[src/rtl/fwin_pkg.sv]
package fwin_pkg;

    localparam int CSR_AW = 3;
    localparam logic [CSR_AW-1:0] CSR_CTRL  = 3'd0;
    localparam logic [CSR_AW-1:0] CSR_OPCFG = 3'd1;
    localparam logic [CSR_AW-1:0] CSR_BASE  = 3'd2;
    localparam logic [CSR_AW-1:0] CSR_LEN   = 3'd3;
    localparam logic [CSR_AW-1:0] CSR_STAT  = 3'd4;

    localparam int OPEN_BIT  = 31;
    localparam int DEV_LSB   = 21;
    localparam int OP2_LSB   = 8;
    localparam int OP1_LSB   = 0;
    localparam int CLOSE_BIT = 11;

    localparam int CFG_W        = 24;
    localparam int CFG_READ_BIT = 23;
    localparam int CFG_DQS_BIT  = 11;
    localparam int CFG_DDR_BIT  = 8;

    typedef enum logic [1:0] {
        SQ_IDLE,
        SQ_LAUNCH,
        SQ_WAIT,
        SQ_ACK
    } seq_state_e;

    typedef struct packed {
        logic [31:0]      addr;
        logic [CFG_W-1:0] cfg;
    } launch_t;

    function automatic logic [CFG_W-1:0] window_cfg(input logic [CFG_W-1:0] c);
        logic [CFG_W-1:0] r;
        r = c;
        r[CFG_READ_BIT] = 1'b1;
        if (c[CFG_DDR_BIT]) r[CFG_DQS_BIT] = 1'b1;
        return r;
    endfunction

endpackage

[src/rtl/fwin_regs.sv]
module fwin_regs
    import fwin_pkg::*;
#(
    parameter int DEV_W = 2
) (
    input  logic                clk,
    input  logic                rst,
    input  logic                csr_we,
    input  logic [CSR_AW-1:0]   csr_addr,
    input  logic [31:0]         csr_wdata,
    output logic [31:0]         csr_rdata,
    input  logic                seq_idle,
    output logic                win_en,
    output logic                win_live,
    output logic                close_flag,
    output logic [DEV_W-1:0]    dev,
    output logic [7:0]          op1,
    output logic [7:0]          op2,
    output logic [CFG_W-1:0]    cfg,
    output logic [31:0]         base,
    output logic [31:0]         len
);

    logic closing_q;
    logic wr_ctrl, wr_stat;
    logic [31:0] ctrl_view;

    assign wr_ctrl  = csr_we && (csr_addr == CSR_CTRL);
    assign wr_stat  = csr_we && (csr_addr == CSR_STAT);
    assign win_live = win_en && !closing_q;

    always_ff @(posedge clk) begin
        if (rst) begin
            win_en     <= 1'b0;
            closing_q  <= 1'b0;
            close_flag <= 1'b0;
            dev        <= '0;
            op1        <= '0;
            op2        <= '0;
            cfg        <= '0;
            base       <= '0;
            len        <= '0;
        end else begin
            if (!win_en) begin
                if (csr_we && csr_addr == CSR_OPCFG) cfg  <= csr_wdata[CFG_W-1:0];
                if (csr_we && csr_addr == CSR_BASE)  base <= csr_wdata;
                if (csr_we && csr_addr == CSR_LEN)   len  <= csr_wdata;
                if (wr_ctrl && csr_wdata[OPEN_BIT]) begin
                    win_en <= 1'b1;
                    dev    <= csr_wdata[DEV_LSB +: DEV_W];
                    op2    <= csr_wdata[OP2_LSB +: 8];
                    op1    <= csr_wdata[OP1_LSB +: 8];
                end
            end else begin
                if (wr_ctrl && !csr_wdata[OPEN_BIT]) closing_q <= 1'b1;
                if (closing_q && seq_idle) begin
                    win_en    <= 1'b0;
                    closing_q <= 1'b0;
                end
            end
            if (win_en && closing_q && seq_idle)
                close_flag <= 1'b1;
            else if (wr_stat && csr_wdata[CLOSE_BIT])
                close_flag <= 1'b0;
        end
    end

    always_comb begin
        ctrl_view = '0;
        ctrl_view[OPEN_BIT]          = win_en;
        ctrl_view[DEV_LSB +: DEV_W]  = dev;
        ctrl_view[OP2_LSB +: 8]      = op2;
        ctrl_view[OP1_LSB +: 8]      = op1;
    end

    always_comb begin
        case (csr_addr)
            CSR_CTRL:  csr_rdata = ctrl_view;
            CSR_OPCFG: csr_rdata = {{(32-CFG_W){1'b0}}, cfg};
            CSR_BASE:  csr_rdata = base;
            CSR_LEN:   csr_rdata = len;
            CSR_STAT:  csr_rdata = {20'b0, close_flag, 11'b0};
            default:   csr_rdata = '0;
        endcase
    end

endmodule

[src/rtl/fwin_xlate.sv]
module fwin_xlate #(
    parameter int OFF_W          = 16,
    parameter int APERTURE_BYTES = 4096
) (
    input  logic             win_live,
    input  logic [31:0]      base,
    input  logic [31:0]      len,
    input  logic [OFF_W-1:0] off,
    output logic             hit_ok,
    output logic [31:0]      flash_addr
);

    localparam logic [31:0] APERTURE = 32'(APERTURE_BYTES);

    logic [31:0] eff_len;
    logic [32:0] sum;

    always_comb begin
        eff_len    = (len > APERTURE) ? APERTURE : len;
        sum        = {1'b0, base} + {1'b0, 32'(off)};
        flash_addr = sum[31:0];
        hit_ok     = win_live && (32'(off) < eff_len) && !sum[32];
    end

endmodule

[src/rtl/fwin_seq.sv]
module fwin_seq
    import fwin_pkg::*;
(
    input  logic             clk,
    input  logic             rst,
    input  logic             win_req,
    input  logic             hit_ok,
    input  launch_t          launch_in,
    input  logic             eng_done,
    input  logic [31:0]      eng_rdata,
    output logic             seq_idle,
    output logic             win_done,
    output logic             win_err,
    output logic [31:0]      win_rdata,
    output logic             eng_start,
    output logic             eng_cs,
    output launch_t          launch_q
);

    seq_state_e state;

    always_ff @(posedge clk) begin
        if (rst) begin
            state     <= SQ_IDLE;
            win_err   <= 1'b0;
            win_rdata <= '0;
            launch_q  <= '0;
        end else begin
            case (state)
                SQ_IDLE: if (win_req) begin
                    if (hit_ok) begin
                        launch_q <= launch_in;
                        win_err  <= 1'b0;
                        state    <= SQ_LAUNCH;
                    end else begin
                        win_err   <= 1'b1;
                        win_rdata <= '0;
                        state     <= SQ_ACK;
                    end
                end
                SQ_LAUNCH: state <= SQ_WAIT;
                SQ_WAIT: if (eng_done) begin
                    win_rdata <= eng_rdata;
                    state     <= SQ_ACK;
                end
                default: state <= SQ_IDLE;
            endcase
        end
    end

    assign seq_idle  = (state == SQ_IDLE);
    assign win_done  = (state == SQ_ACK);
    assign eng_start = (state == SQ_LAUNCH);
    assign eng_cs    = (state == SQ_LAUNCH) || (state == SQ_WAIT);

endmodule

[src/rtl/fwin_flash_window.sv]
module fwin_flash_window
    import fwin_pkg::*;
#(
    parameter int OFF_W          = 16,
    parameter int APERTURE_BYTES = 4096,
    parameter int DEV_W          = 2
) (
    input  logic               clk,
    input  logic               rst,
    input  logic               csr_we,
    input  logic [2:0]         csr_addr,
    input  logic [31:0]        csr_wdata,
    output logic [31:0]        csr_rdata,
    input  logic               win_req,
    input  logic [OFF_W-1:0]   win_off,
    output logic               win_done,
    output logic               win_err,
    output logic [31:0]        win_rdata,
    output logic               eng_start,
    output logic               eng_cs,
    output logic [31:0]        eng_addr,
    output logic [7:0]         eng_opcode,
    output logic [7:0]         eng_opcode2,
    output logic [DEV_W-1:0]   eng_dev,
    output logic [23:0]        eng_cfg,
    input  logic               eng_done,
    input  logic [31:0]        eng_rdata
);

    logic             seq_idle, win_en, win_live, close_flag, hit_ok;
    logic [CFG_W-1:0] cfg;
    logic [31:0]      base, len, flash_addr;
    launch_t          launch_in, launch_q;

    fwin_regs #(.DEV_W(DEV_W)) u_regs (
        .clk(clk), .rst(rst),
        .csr_we(csr_we), .csr_addr(csr_addr), .csr_wdata(csr_wdata),
        .csr_rdata(csr_rdata), .seq_idle(seq_idle),
        .win_en(win_en), .win_live(win_live), .close_flag(close_flag),
        .dev(eng_dev), .op1(eng_opcode), .op2(eng_opcode2),
        .cfg(cfg), .base(base), .len(len)
    );

    fwin_xlate #(.OFF_W(OFF_W), .APERTURE_BYTES(APERTURE_BYTES)) u_xlate (
        .win_live(win_live), .base(base), .len(len), .off(win_off),
        .hit_ok(hit_ok), .flash_addr(flash_addr)
    );

    assign launch_in.addr = flash_addr;
    assign launch_in.cfg  = window_cfg(cfg);

    fwin_seq u_seq (
        .clk(clk), .rst(rst),
        .win_req(win_req), .hit_ok(hit_ok), .launch_in(launch_in),
        .eng_done(eng_done), .eng_rdata(eng_rdata),
        .seq_idle(seq_idle), .win_done(win_done), .win_err(win_err),
        .win_rdata(win_rdata), .eng_start(eng_start), .eng_cs(eng_cs),
        .launch_q(launch_q)
    );

    assign eng_addr = launch_q.addr;
    assign eng_cfg  = launch_q.cfg;

endmodule

[config.mk]
export PLATFORM = sky130hd
export DESIGN_NAME = fwin_flash_window
export DESIGN_NICKNAME = d
export VERILOG_FILES = /design/src/rtl/fwin_pkg.sv /design/src/rtl/fwin_regs.sv /design/src/rtl/fwin_xlate.sv /design/src/rtl/fwin_seq.sv /design/src/rtl/fwin_flash_window.sv
export SDC_FILE = /design/constraint.sdc
export NUM_CORES = 1
export LEC_CHECK = 0
export BUFFER_PORTS_ARGS = -buffer_cell sky130_fd_sc_hd__buf_2
export CAP_MARGIN = 20
export CORE_MARGIN = 3
export CORE_UTILIZATION = 58
export CTS_CLUSTER_SIZE = 10
export DETAILED_ROUTE_END_ITERATION = 10
export PLACE_DENSITY = 0.86
export SKIP_CTS_REPAIR_TIMING = 1
export SKIP_LAST_GASP = 1
export SYNTH_ARGS = -nofsm -noshare
export SYNTH_HDL_FRONTEND = slang
export SYNTH_SLANG_ARGS = --single-unit
[constraint.sdc]
create_clock -name clk -period 10.1 [get_ports clk]
set_clock_uncertainty 0.1 [all_clocks]
set_input_delay 1.01 -clock clk [delete_from_list [all_inputs] [get_ports clk]]
set_output_delay 1.01 -clock clk [all_outputs]
set_load 0.01 [all_outputs]
## After elaboration in Yosys (flattened, before gate mapping)

Cells that the tools add are included.
Widths: inputs -> output; s select.

| storage, ports and cells | value |
|---|---|
| register bits after elaboration | 200 |
| bits of input ports | 88 |
| output and inout bits | 142 |
| logic and storage cells | 79 |

| cells by class | value |
|---|---|
| $add $sub $neg | 1 |
| order comparisons | 2 |
| equality and inequality tests | 10 |
| mux-type cells | 19 |
| bitwise logic cells | 1 |
| reductions and logical operators | 32 |

Operators by type and width:

| kind | count |
|---|---|
| $pmux 32 s5 | 1 |
| $mux 32 | 4 |
| $pmux 32 s2 | 1 |
| $add 32x16->33 | 1 |
| $gt 32x13->1 const B | 1 |
| $lt 16x32->1 | 1 |
| $logic_and 1x1->1 | 14 |
| $reduce_and 2->1 | 7 |
| $mux 1 | 9 |
| $eq 3x2->1 const B | 2 |
| $mux 2 | 3 |
| $ne 2x2->1 const B | 3 |
| $pmux 2 s3 | 1 |
| $reduce_bool 2->1 | 3 |
| $eq 2x2->1 const B | 2 |
| $reduce_and 4->1 | 1 |
| $eq 3x1->1 const B | 1 |
| $eq 3x3->1 const B | 1 |
| $logic_not 1->1 | 3 |
| $logic_not 3->1 | 1 |
| $reduce_and 3->1 | 1 |
| $eq 2x1->1 const B | 1 |
| $logic_not 2->1 | 1 |
| $logic_or 1x1->1 | 1 |
| $not 1->1 | 1 |

## Depth between registers and ports, before layout

Gate-level depths: netlist of run 1.

| depth | value |
|---|---|
| depth in word-level cells | 8 |
| mapped depth | 16 |
| depth with buffers taken out | 13 |

## Cells and area by module

A second synthesis of run 1 with hierarchy kept.

| unflattened totals | value |
|---|---|
| cell total of the unflattened synthesis | 1,134 |
| area total of the unflattened synthesis | 10,640.2 µm² |

Modules (own cells, without submodules):

| module | times used | cells an instance | area each (µm²) | seq. area each (µm²) |
|---|---|---|---|---|
| fwin_regs | 1 | 490 | 5,263.8 | 2,182.1 |
| fwin_seq | 1 | 412 | 3,679.8 | 1,821.7 |
| fwin_xlate | 1 | 230 | 1,686.6 | 0.0 |
| fwin_flash_window | 1 | 2 | 10.0 | 0.0 |

## Worst setup path before layout of run 1

OpenSTA, ideal clock, no wires.

| path | value |
|---|---|
| path kind | register to register |
| start point | register u_regs.len[13] |
| end point | register, netlist name u_seq.launch_q[10] |
| setup time | 0.128 ns |
| arrival | 3.244 ns |
| data required time | 9.872 ns |
| setup slack | 6.629 ns |
| stages on the path, launching flop included | 17 |
| path buffers | 3 |
| period minus slack after synthesis | 3.471 ns |
| path through | dfxtp_1 > or4_1 > nor2_1 > nand2_1 > nor2_1 > clkbuf_1 > nand2_1 > ha_1 > a21oi_1 > a21boi_0 > o31ai_1 > o211ai_2 > a211oi_4 > buf_6 > buf_8 > mux2i_1 > nor2_1 |

| on the way | value |
|---|---|
| cells in the longest elaborated chain, start to end | 6 |

RTL lines:

| element | RTL line | source |
|---|---|---|
| start: declaration | fwin_regs.sv:21 | `output logic [31:0] len` |
| start signal: assignment | fwin_regs.sv:47 | `if (csr_we && csr_addr == CSR_LEN) len <= csr_wdata;` |
| $gt 32x13->1 | fwin_xlate.sv:19 | `eff_len = (len > APERTURE) ? APERTURE : len;` |
| $mux 32 * | fwin_xlate.sv:19 |  |
| $lt 16x32->1 * | fwin_xlate.sv:22 | `hit_ok = win_live && (32'(off) < eff_len) && !sum[32];` |
| $logic_and 1x1->1 * (2 in series) | fwin_xlate.sv:22 |  |
| $reduce_and 3->1 (no line) * | - |  |

Every way passes the cells marked *; elsewhere a longest branch is shown, timed or not.
A chain may end at the register's enable or synchronous reset.

## Worst setup path in the final report of run 1

| path | value |
|---|---|
| start point | register u_regs.len[16] |
| end point | register, netlist name u_seq.launch_q[15] |

| on the way | value |
|---|---|
| cells in the longest elaborated chain, start to end | 6 |

RTL lines:

| element | RTL line |
|---|---|
| $gt 32x13->1 | fwin_xlate.sv:19 |
| $mux 32 * | fwin_xlate.sv:19 |
| $lt 16x32->1 * | fwin_xlate.sv:22 |
| $logic_and 1x1->1 * (2 in series) | fwin_xlate.sv:22 |
| $reduce_and 3->1 (no line) * | - |

Marked as above.

==> results.md, run 1 <==
* Status: completed
* Reg2reg end: u_seq.launch_q[15]
* Syn Area/Cell at 8.18 um^2
* GRT overflow at 0
* Worst IR Drop VDD at 121 uV
* HPWL Detailed at 19,800 um
* Fmax at 241 MHz
* Number of synthesized register bits at 200
* DRT Wirelength at 28,000 um
* Setup TNS at 0 ns
* Part of the power in combinational logic at 18.0%
* Drt drc at 0
* Sw frac at 30.1%
* Final max-slew violation count at 0
* Cell mode on critical path: nor2_1
* Area Growth Syn to Fin at 19.7%
* Ys flop type: dfxtp_1
* Leak Pwr at 4.63 nW
* Initial antenna violation count at 2
* Post-synthesis sequential area ratio at 42.3%
* Cell area after synthesis at 9460 um^2
* Hold Path Depth at 2
* WL met1 at 11,700 um
* Maximum root-to-sink buffer count at 2
* Io pins at 230
* Max Cap Viol at 0
* Worst R2R Start: u_regs.len[16]
* Psw at 0.563 mW
* Slew @ Worst Pin at 1.10 ns
* Clk sink count at 200
* Most frequent cells in the layout: nand2_1, buf_2, dfxtp_1
* Critical path class: flip-flop to flip-flop
* # setup viols final at 0
* Final-report hold violation count at 0
* 1st-iter DRT viols at 896
* CP max stage cell: or4_1
* Vias in the first global route at 8,722
* Final net count at 1,464
* Crit-path cells: or4_1 > nor2_1 > nand2_1 > nor2_1 > nand2_1 > ha_1 > a21oi_1 > a21boi_0 > o31ai_1 > o211ai_2 > a211oi_4 > buf_4 > mux2i_1 > nor2_1
* Internal Power at 1.31 mW
* YS warnings at 0
* Synth cell types at 65
* Max incr delay on CP at 0.53 ns
* RSZ-0062 raised after global routing: no
* Critical Path RT at 10.32 ns
* Clock root cell: clkbuf_16
* Relative slew slack at 26.9%
* FF-to-FF path depth at 14
* Die Y at 134 um
* CTS buffer count at 17
* Async S/R FF share, synth at 0%
* ANT nets after route at 0
* Clock transition at path regs at 0.07 ns
* First-pass GRT wire length at 44,200 um
* Largest net degree at the start of global routing at 112
* GRT Total Usage at 30.4%
* Metal2 WL at 13,100 um
* Clock Power Share at 36.4%
* Synth top area cells: dfxtp_1, nand2_1, a21oi_1
* Die Area at 17,900 um^2
* Drt first pass iters at 5
* CORE AREA at 15,900 um^2
* Metal3 WL at 2500 um
* GP Congestion at 0.922
* Hold endpoint: u_regs.cfg[23]
* Worst EP arrival at 4.37 ns
* Final Critical Period at 4.15 ns
* Hold Path Class: flip-flop to flip-flop
* Vias per cell at 5.94
* Vias post-DR at 9,315
* DR WL/cell at 17.9 um
* Synthesized instance count at 1,156
* Cell Rows at 46
* # port buffers at 229
* Delay-heaviest family, CP: simple AND/OR/NAND/NOR gates
* Share of cells above drive strength 1 at 22.5%
* Clock insertion delay at the later pin of the skew report at 0.44 ns
* Min-Delay Startpoint: u_regs.cfg[23]
* Post-synth top area cell: dfxtp_1
* Initial core utilization at 59.3%
* Top sig layer: met5
* Seq pwr share at 45.6%
* CTS tree: done
* Critical path startpoint category: flip-flop
* Max Fanout on Critical Path at 19
* Final period utilization at 41.1%
* R2r setup slk at 5.95 ns
* Htree depth at 4
* Die span in x at 134 um
* WHS at 0.369 ns
* Yosys top cell area share at 42.3%
* PwrDens at 165 nW/um^2
* Commonest non-fill, non-tap cell in the layout: nand2_1
* Setup crit end kind: flip-flop
* WP buf/inv at 1
* Post-synth EDFFs at 0
## final cells by class
| type | count | area, um^2 |
|---|---|---|
| multi-input combinational | 862 | 5070 |
| fill | 1302 | 4620 |
| sequential | 200 | 4000 |
| timing repair buffer | 247 | 1350 |
| clock buffer | 22 | 474 |
| tap | 216 | 270 |
| clock inverter | 10 | 108 |
| inverter | 11 | 41.3 |
| antenna | 1 | 2.50 |
## per-layer routing
| metal | track usage, % | vias to the layer above |
|---|---|---|
| met2 | 49.0 | 497 |
| met4 | 12.5 | 2 |
| li1 | - | 4456 |
| met5 | 0 | - |
| met3 | 6.99 | 56 |
| met1 | 39.5 | 4304 |
## how the worst max path moves through the flow
stage	startpoint	endpoint	slack (ns)	cells after the start
finish	u_regs.len[16]	u_seq.launch_q[15]	5.95	14
global route	u_regs.len[16]	u_seq.launch_q[35]	5.48	14
CTS	u_regs.len[16]	u_seq.launch_q[15]	5.93	14
detailed placement	u_regs.len[16]	u_seq.launch_q[15]	5.97	14
global placement	u_regs.len[16]	u_seq.launch_q[22]	6.12	14
floorplan	u_regs.len[13]	u_seq.launch_q[10]	6.63	16
## state kept, by name (all words and copies together), names as in the netlist
signal and flops:
u_regs.dev 2, u_regs.base 32, u_regs.closing_q 1, u_regs.op2 8
u_regs.len 32, u_regs.cfg 24, u_regs.close_flag 1, u_seq.state 2
u_regs.win_en 1, u_seq.launch_q 56, u_seq.win_rdata 32, u_regs.op1 8
u_seq.win_err 1
## worst register-to-register path: cells and delay by family (launching register included)
family | cells | cell delay (ns)
and+or+nand+nor | 6 | 1.51
DFF | 1 | 0.32
adders and majority gates | 1 | 0.33
buffers and inverters | 1 | 0.40
muxes | 1 | 0.27
AOI/OAI and AO/OA | 5 | 1.11
## cells in the mapped netlist (all sizes together) (8+ instances only)
| library cell | n |
|---|---|
| a211oi | 22 |
| nor2 | 82 |
| and3 | 10 |
| a22o | 24 |
| nand2 | 244 |
| nand4 | 43 |
| clkbuf | 72 |
| inv | 11 |
| a22oi | 8 |
| nor3 | 8 |
| xor2 | 21 |
| a221o | 17 |
| mux2i | 32 |
| buf | 13 |
| a21oi | 161 |
| nand3 | 15 |
| ha | 36 |
| mux2 | 8 |
| dfxtp | 200 |
| o21ai | 45 |
## logic make-up after synthesis
| family | count (synthesis) | share of synthesized area, % |
|---|---|---|
| AND/OR/NAND/NOR | 436 | 20.2 |
| AO/OA/AOI/OAI | 318 | 21.2 |
| flip-flops | 200 | 42.3 |
| buffers and inverters | 96 | 4.37 |
| multiplexers | 40 | 4.34 |
| adder cells (fa/ha/maj) | 37 | 4.97 |
| XOR/XNOR | 28 | 2.59 |
| other | 1 | 0.0396 |
## through the flow
stage	worst slack, ns	total power, mW	instance area, um^2	cells	utilization [%]
global placement	6.12	1.19	10700	1533	66.8
floorplan	6.63	1.08	9470	1158	-
CTS	5.93	1.87	11300	1566	70.7
global route	5.48	1.94	11300	1569	71.0
detailed placement	5.97	1.20	10700	1534	67.0
finish	5.95	1.87	11300	1569	71.0
## power by group through the flow
stage / combinational [mW] / clock [mW] / sequential (mW)
final: 0.337 / 0.679 / 0.852
after global routing: 0.370 / 0.711 / 0.856
after CTS: 0.331 / 0.684 / 0.852
after detailed placement: 0.329 / 0 / 0.870
after global placement: 0.323 / 0 / 0.868
after floorplan: 0.198 / 0 / 0.878
Note: power is estimated with default switching activity, not from simulation.
==> inputs of run 2 (changes only) <==
Settings changed: CORE_UTILIZATION 58 to 49, PLACE_DENSITY 0.86 to 0.77.
Clock period 10.1 ns to 3.4 ns, I/O delays scaled along.
==> run 2 against run 1 <==
Against the previous run: the run now ends with setup timing left; via count up 2.8%; die area up 18%; combinational power rose to 3.2 times the previous value; maximum frequency up 18%; total power rose to 3.1 times the previous value; first-iteration DRC count down 4.5%; register-to-register slack worse by 6.1 ns.
==> results.md, run 2 (synthesis gave the netlist of run 1 again) <==
* Fillcell total at 1,547 (+19%)
* Critical path class: flip-flop to flip-flop
* Clock transition at path regs at 0.07 ns (about the same)
* Leak Pwr at 5.03 nW (+8.5%)
* DR WL/cell at 18.2 um (+1.8%)
* ANT nets after route at 0 (unchanged)
* # port buffers at 229 (unchanged)
* CTS buffer count at 17 (unchanged)
* 1st-iter DRT viols at 856 (-4.5%)
* DRT Wirelength at 30,300 um (+8.1%)
* Drt first pass iters at 5 (unchanged)
* Part of the power in combinational logic at 18.5% (+0.5 points)
* Die span in x at 145 um (+8.4%)
* Clock root cell: clkbuf_16
* Total Power at 5.85 mW (+210%)
* Hold Path Class: input port to flip-flop
* GP Congestion at 0.914 (-0.79%)
* CTS tree: done
* # setup viols final at 58 (+58)
* Sequential Area at 4010 um^2 (about the same)
* Most frequent cells in the layout: nand2_1, buf_2, dfxtp_1
* Largest reg by FF count: u_seq.launch_q
* FF-to-FF path depth at 17 (+3)
* Final net count at 1,516 (+3.6%)
* Die Y at 145 um (+8.4%)
* Pre-CTS setup slack at -0.372 ns (-6.34 ns)
* WHS at 0.0564 ns (-0.312 ns)
* Clock insertion delay at the later pin of the skew report at 0.44 ns (about the same)
* Worst Setup SP: u_regs.len[19]
* Htree depth at 4 (unchanged)
* Max Cap Viol at 0 (unchanged)
* Final Util at 64.9% (-6.2 points)
* Final max-slew violation count at 0 (unchanged)
* CORE AREA at 18,800 um^2 (+18%)
* Max Fanout on Critical Path at 10 (-9)
* Reg2reg end: u_seq.launch_q[14]
* Worst EP arrival at 3.73 ns (-0.64 ns)
* Initial antenna violation count at 2 (unchanged)
* Drt drc at 0 (unchanged)
* Failing checks: setup timing
* Vias in the first global route at 8,621 (-1.2%)
* Final-report hold violation count at 0 (unchanged)
* Vias per cell at 5.75 (-3.2%)
* HPWL Detailed at 20,300 um (+2.5%)
* Setup TNS at -2.55 ns (-2.55 ns)
* Clock Power Share at 38.2% (+1.8 points)
* Clk sink count at 200 (unchanged)
* Max reg flops at 56 (unchanged)
* Vias post-DR at 9,578 (+2.8%)
* Final period utilization at 103% (+62 points)
* Cell Rows at 50 (+8.7%)
* Die Area at 21,000 um^2 (+18%)
* R2r setup slk at -0.11 ns (-6.06 ns)
* Relative slew slack at 40.7% (+14 points)
* Setup crit end kind: flip-flop
* Commonest non-fill, non-tap cell in the layout: nand2_1
* Multi-input logic area at 5300 um^2 (+4.4%)
* Status: complete, but fails checks
* CP endpoint: u_seq.launch_q[14]
* PwrDens at 479 nW/um^2 (+190%)
* Initial core utilization at 50.2% (-9.1 points)
* Psw at 1.72 mW (+210%)
* RSZ-0062 raised after global routing: yes
* Io pins at 230 (unchanged)
* Final Critical Period at 3.51 ns (-0.640 ns)
* Slew @ Worst Pin at 0.889 ns (-0.207 ns)
* Area Growth Syn to Fin at 29.1%
* Seq pwr share at 43.2% (-2.4 points)
* Critical Path RT at 3.62 ns (-6.70 ns)
* Largest net degree at the start of global routing at 108 (-3.6%)
* Share of cells above drive strength 1 at 28.0% (+5.5 points)
* Critical path startpoint category: flip-flop
* Setup slack after layout at -0.107 ns (-6.06 ns)
* Worst R2R Start: u_regs.len[19]
* GRT overflow at 0 (unchanged)
* Internal Power at 4.12 mW (+220%)
* First-pass GRT wire length at 45,900 um (+3.8%)
* Maximum root-to-sink buffer count at 2 (unchanged)
* Sw frac at 29.5% (-0.67 points)
* GRT Total Usage at 26.3% (-4.1 points)
* Fmax at 285 MHz (+18%)
* Worst IR Drop VDD at 369 uV (+210%)
-- run 2: metal layers --
layer,global-route usage (%),up-vias,part of all wire (%)
met2,41.6,438,47
li1,-,4554,-
met4,7.51,2,1.8
met3,5.59,42,8.1
met5,0,-,0.043
met1,36.6,4542,43
-- run 2: through the flow --
step | std cells | instance area (um^2)
after detailed placement | 1615 | 11100
final | 1666 | 12200
after global routing | 1665 | 12200
after global placement | 1615 | 11100
after floorplan | 1158 | 9470
after CTS | 1647 | 11700
-- run 2: area by class of cell --
type                    instances  share of cell area, %
multi-input cells             862                   43.4
flip-flops and latches        200                   32.8
repair buffers                299                   15.4
clock buffers                  18                   3.60
well taps                     260                   2.66
clock inverters                14                   1.73
inverters                      11                  0.338
diodes                          2                 0.0410
-- run 2: power groups by stage --
stage          Clock [mW]  Combinational [mW]  Sequential, mW
2_1_floorplan           0               0.588            2.61
3_3_place_gp            0               0.985            2.58
3_5_place_dp            0               0.997            2.58
4_1_cts              2.25                1.00            2.53
5_1_grt              2.37                1.18            2.54
6_report             2.23                1.08            2.53
-- run 2: how the worst min path moves through the flow --
stage                         from              end  cells past startpoint
CTS                  csr_wdata[28]  u_regs.base[28]                      3
global route         csr_wdata[28]   u_regs.len[28]                      3
finish               csr_wdata[19]   u_regs.len[19]                      3
detailed placement  u_regs.cfg[23]   u_regs.cfg[23]                      2
floorplan           u_regs.cfg[23]   u_regs.cfg[23]                      2
global placement    u_regs.cfg[23]   u_regs.cfg[23]                      2
-- run 2: worst max-delay path, cell delays in order, from the launching register on --
cell	delay, ns
dfxtp_2	0.33
or4_4	0.55
nor2_4	0.15
nand2_2	0.08
nor2_4	0.11
buf_6	0.14
nand2_2	0.07
ha_4	0.24
a21oi_4	0.15
a21boi_2	0.08
o31ai_2	0.24
buf_4	0.16
o211ai_4	0.08
a211oi_4	0.25
buf_12	0.20
clkbuf_16	0.19
mux2i_1	0.21
nor2_1	0.05
==> inputs of run 3 (changes only) <==
Settings changed: CORE_MARGIN 3 to default.
==> run 3 against run 2 <==
Against the previous run: first-iteration DRC count down 9.7%; sequential power about the same; combinational power is essentially flat; wire length shrank 0.94%; final cell count fell by 0.42%; utilization fell by 1.0 points; the run still ends with setup timing left; sequential share of layout area is 0.54 points higher; register-to-register slack worse by 0.07 ns; non-clock buffer count decreased by 6; total power is 4.8% lower; maximum frequency down 2.0%.
==> results.md, run 3 (synthesis gave the netlist of run 1 again) <==
* GRT overflow at 0 (unchanged)
* GP Congestion at 0.916 (+0.17%)
* Vias post-DR at 9,581 (+0.031%)
* CTS tree: done
* Seq pwr share at 45.4% (+2.2 points)
* Non-filler instance count after layout at 1,659 (-0.42%)
* 1st-iter DRT viols at 773 (-9.7%)
* Final-report hold violation count at 0 (unchanged)
* Area Growth Syn to Fin at 27.0%
* Maximum root-to-sink buffer count at 2 (unchanged)
* Final Critical Period at 3.58 ns (+0.0720 ns)
* Part of the power in combinational logic at 19.4% (+0.9 points)
* Final Cell Area at 12,000 um^2 (-1.6%)
* Metal3 WL at 2360 um (-4.5%)
* Worst EP arrival at 3.81 ns (+0.08 ns)
* Max Fanout on Critical Path at 12 (+2)
* Max Cap Viol at 0 (unchanged)
* Drt first pass iters at 5 (unchanged)
* PwrDens at 463 nW/um^2 (-3.2%)
* Fmax at 279 MHz (-2.0%)
* Failing checks: setup timing
* Clk sink count at 200 (unchanged)
* Leak Pwr at 4.93 nW (-1.8%)
* Clock transition at path regs at 0.07 ns (about the same)
* Die Area at 19,900 um^2 (-5.4%)
* Die Y at 141 um (-2.8%)
* Largest net degree at the start of global routing at 95 (-12%)
* Vias in the first global route at 8,667 (+0.53%)
* CORE AREA at 18,800 um^2 (unchanged)
* Hold Path Class: input port to flip-flop
* ANT nets after route at 0 (unchanged)
* HPWL Detailed at 20,300 um (+0.25%)
* Clock Power Share at 35.2% (-3.0 points)
* Clock insertion delay at the later pin of the skew report at 0.44 ns (about the same)
* Status: complete, but fails checks
* Share of cells above drive strength 1 at 27.0% (-1.0 points)
* Io pins at 230 (unchanged)
* Vias per cell at 5.78 (+0.45%)
* Max reg flops at 56 (unchanged)
* Final net count at 1,510 (-0.40%)
* Final max-slew violation count at 0 (unchanged)
* Slew @ Worst Pin at 0.888 ns (-0.00173 ns)
* Critical path class: flip-flop to flip-flop
* CTS buffer count at 17 (unchanged)
* # port buffers at 229 (unchanged)
* Commonest non-fill, non-tap cell in the layout: nand2_1
* Initial core utilization at 50.2% (unchanged)
* Initial antenna violation count at 1 (-1)
* Worst IR Drop VDD at 391 uV (+6.0%)
* Die span in x at 141 um (-2.8%)
* Critical path startpoint category: flip-flop
* Cell Rows at 50 (unchanged)
* First-pass GRT wire length at 44,700 um (-2.6%)
* Largest reg by FF count: u_seq.launch_q
* Metal2 WL at 13,900 um (-3.1%)
* GRT Total Usage at 28.6% (+2.3 points)
* RSZ-0062 raised after global routing: yes
* Clock root cell: clkbuf_16
* Psw at 1.73 mW (+0.44%)
* Setup crit end kind: flip-flop
* Setup slack after layout at -0.179 ns (-0.0720 ns)
* Post-DP Area at 11,000 um^2 (-0.14%)
* Top sig layer: met4
* WL met1 at 13,000 um (+0.47%)
* Final period utilization at 105% (+2.1 points)
* Drt drc at 0 (unchanged)
* Internal Power at 3.84 mW (-7.0%)
* Placed instance count at 1,613 (-0.12%)
* Most frequent cells in the layout: nand2_1, buf_2, dfxtp_1
* Htree depth at 4 (unchanged)
* Sw frac at 31.1% (+1.6 points)
* Relative slew slack at 40.8% (+0.12 points)
* DRT Wirelength at 30,000 um (-0.94%)
* Critical Path RT at 3.63 ns (about the same)
* # setup viols final at 89 (+53%)
* DR WL/cell at 18.1 um (-0.52%)
run 3: cell types whose count changed in the layout (fill, tap and decap cells not counted), sizes merged:
cell,before,now
clkbuf,24,26
clkinv,3,2
bufinv,4,0
inv,16,19
buf,293,287
diode,2,1
run 3: worst max-delay path, cell delays in order, from the launching register on:
cell,delay [ns]
dfxtp_2,0.32
or4_4,0.54
nor2_4,0.15
nand2_2,0.09
nor2_4,0.12
buf_6,0.15
nand2_1,0.10
ha_4,0.23
a21oi_2,0.13
a21boi_0,0.12
o31ai_2,0.30
o211ai_2,0.18
a211oi_4,0.29
buf_8,0.23
clkbuf_16,0.19
mux2i_1,0.18
nor2_1,0.05
run 3: per-stage QoR:
step	setup TNS, ns	setup slack, ns	hold slack [ns]	util [%]	power [mW]
after CTS	-17.82	-0.307	0.0448	61.7	5.52
final	-10.12	-0.179	0.0524	63.8	5.57
after detailed placement	-15.60	-0.285	0.349	58.7	3.59
after floorplan	0	0.0302	0.337	-	3.19
after global routing	-20.86	-0.307	0.0458	63.8	5.81
after global placement	-8.12	-0.203	0.344	58.7	3.57
run 3: layout make-up:
cell class	count	area, um^2
fill	1593	6820
multi-input combinational	862	5240
tap	260	325
sequential	200	4010
antenna	1	2.50
clock inverter	12	106
clock buffer	20	457
inverter	11	41.3
timing repair buffer	293	1840
run 3: path summary, 6_finish.rpt:
check | startpoint | end | slack (ns) | cells after the start
max | u_regs.len[16] | u_seq.launch_q[26] | -0.18 | 16
min | csr_wdata[26] | u_regs.len[26] | 0.05 | 3
max reg2reg | u_regs.len[16] | u_seq.launch_q[26] | -0.18 | 16
min reg2reg | u_regs.cfg[23] | u_regs.cfg[23] | 0.36 | 2
run 3: layer usage:
metal / vias to the layer above / track usage, %
li1: 4540 / -
met1: 4514 / 37.7
met2: 464 / 45.2
met3: 63 / 5.88
met4: 0 / 12.8
met5: - / 0
run 3: power groups by stage:
stage | registers, mW | clock network, mW | logic [mW]
after floorplan | 2.61 | 0 | 0.588
after global placement | 2.58 | 0 | 0.997
after detailed placement | 2.58 | 0 | 1.01
after CTS | 2.52 | 1.98 | 1.02
after global routing | 2.54 | 2.09 | 1.19
final | 2.53 | 1.96 | 1.08
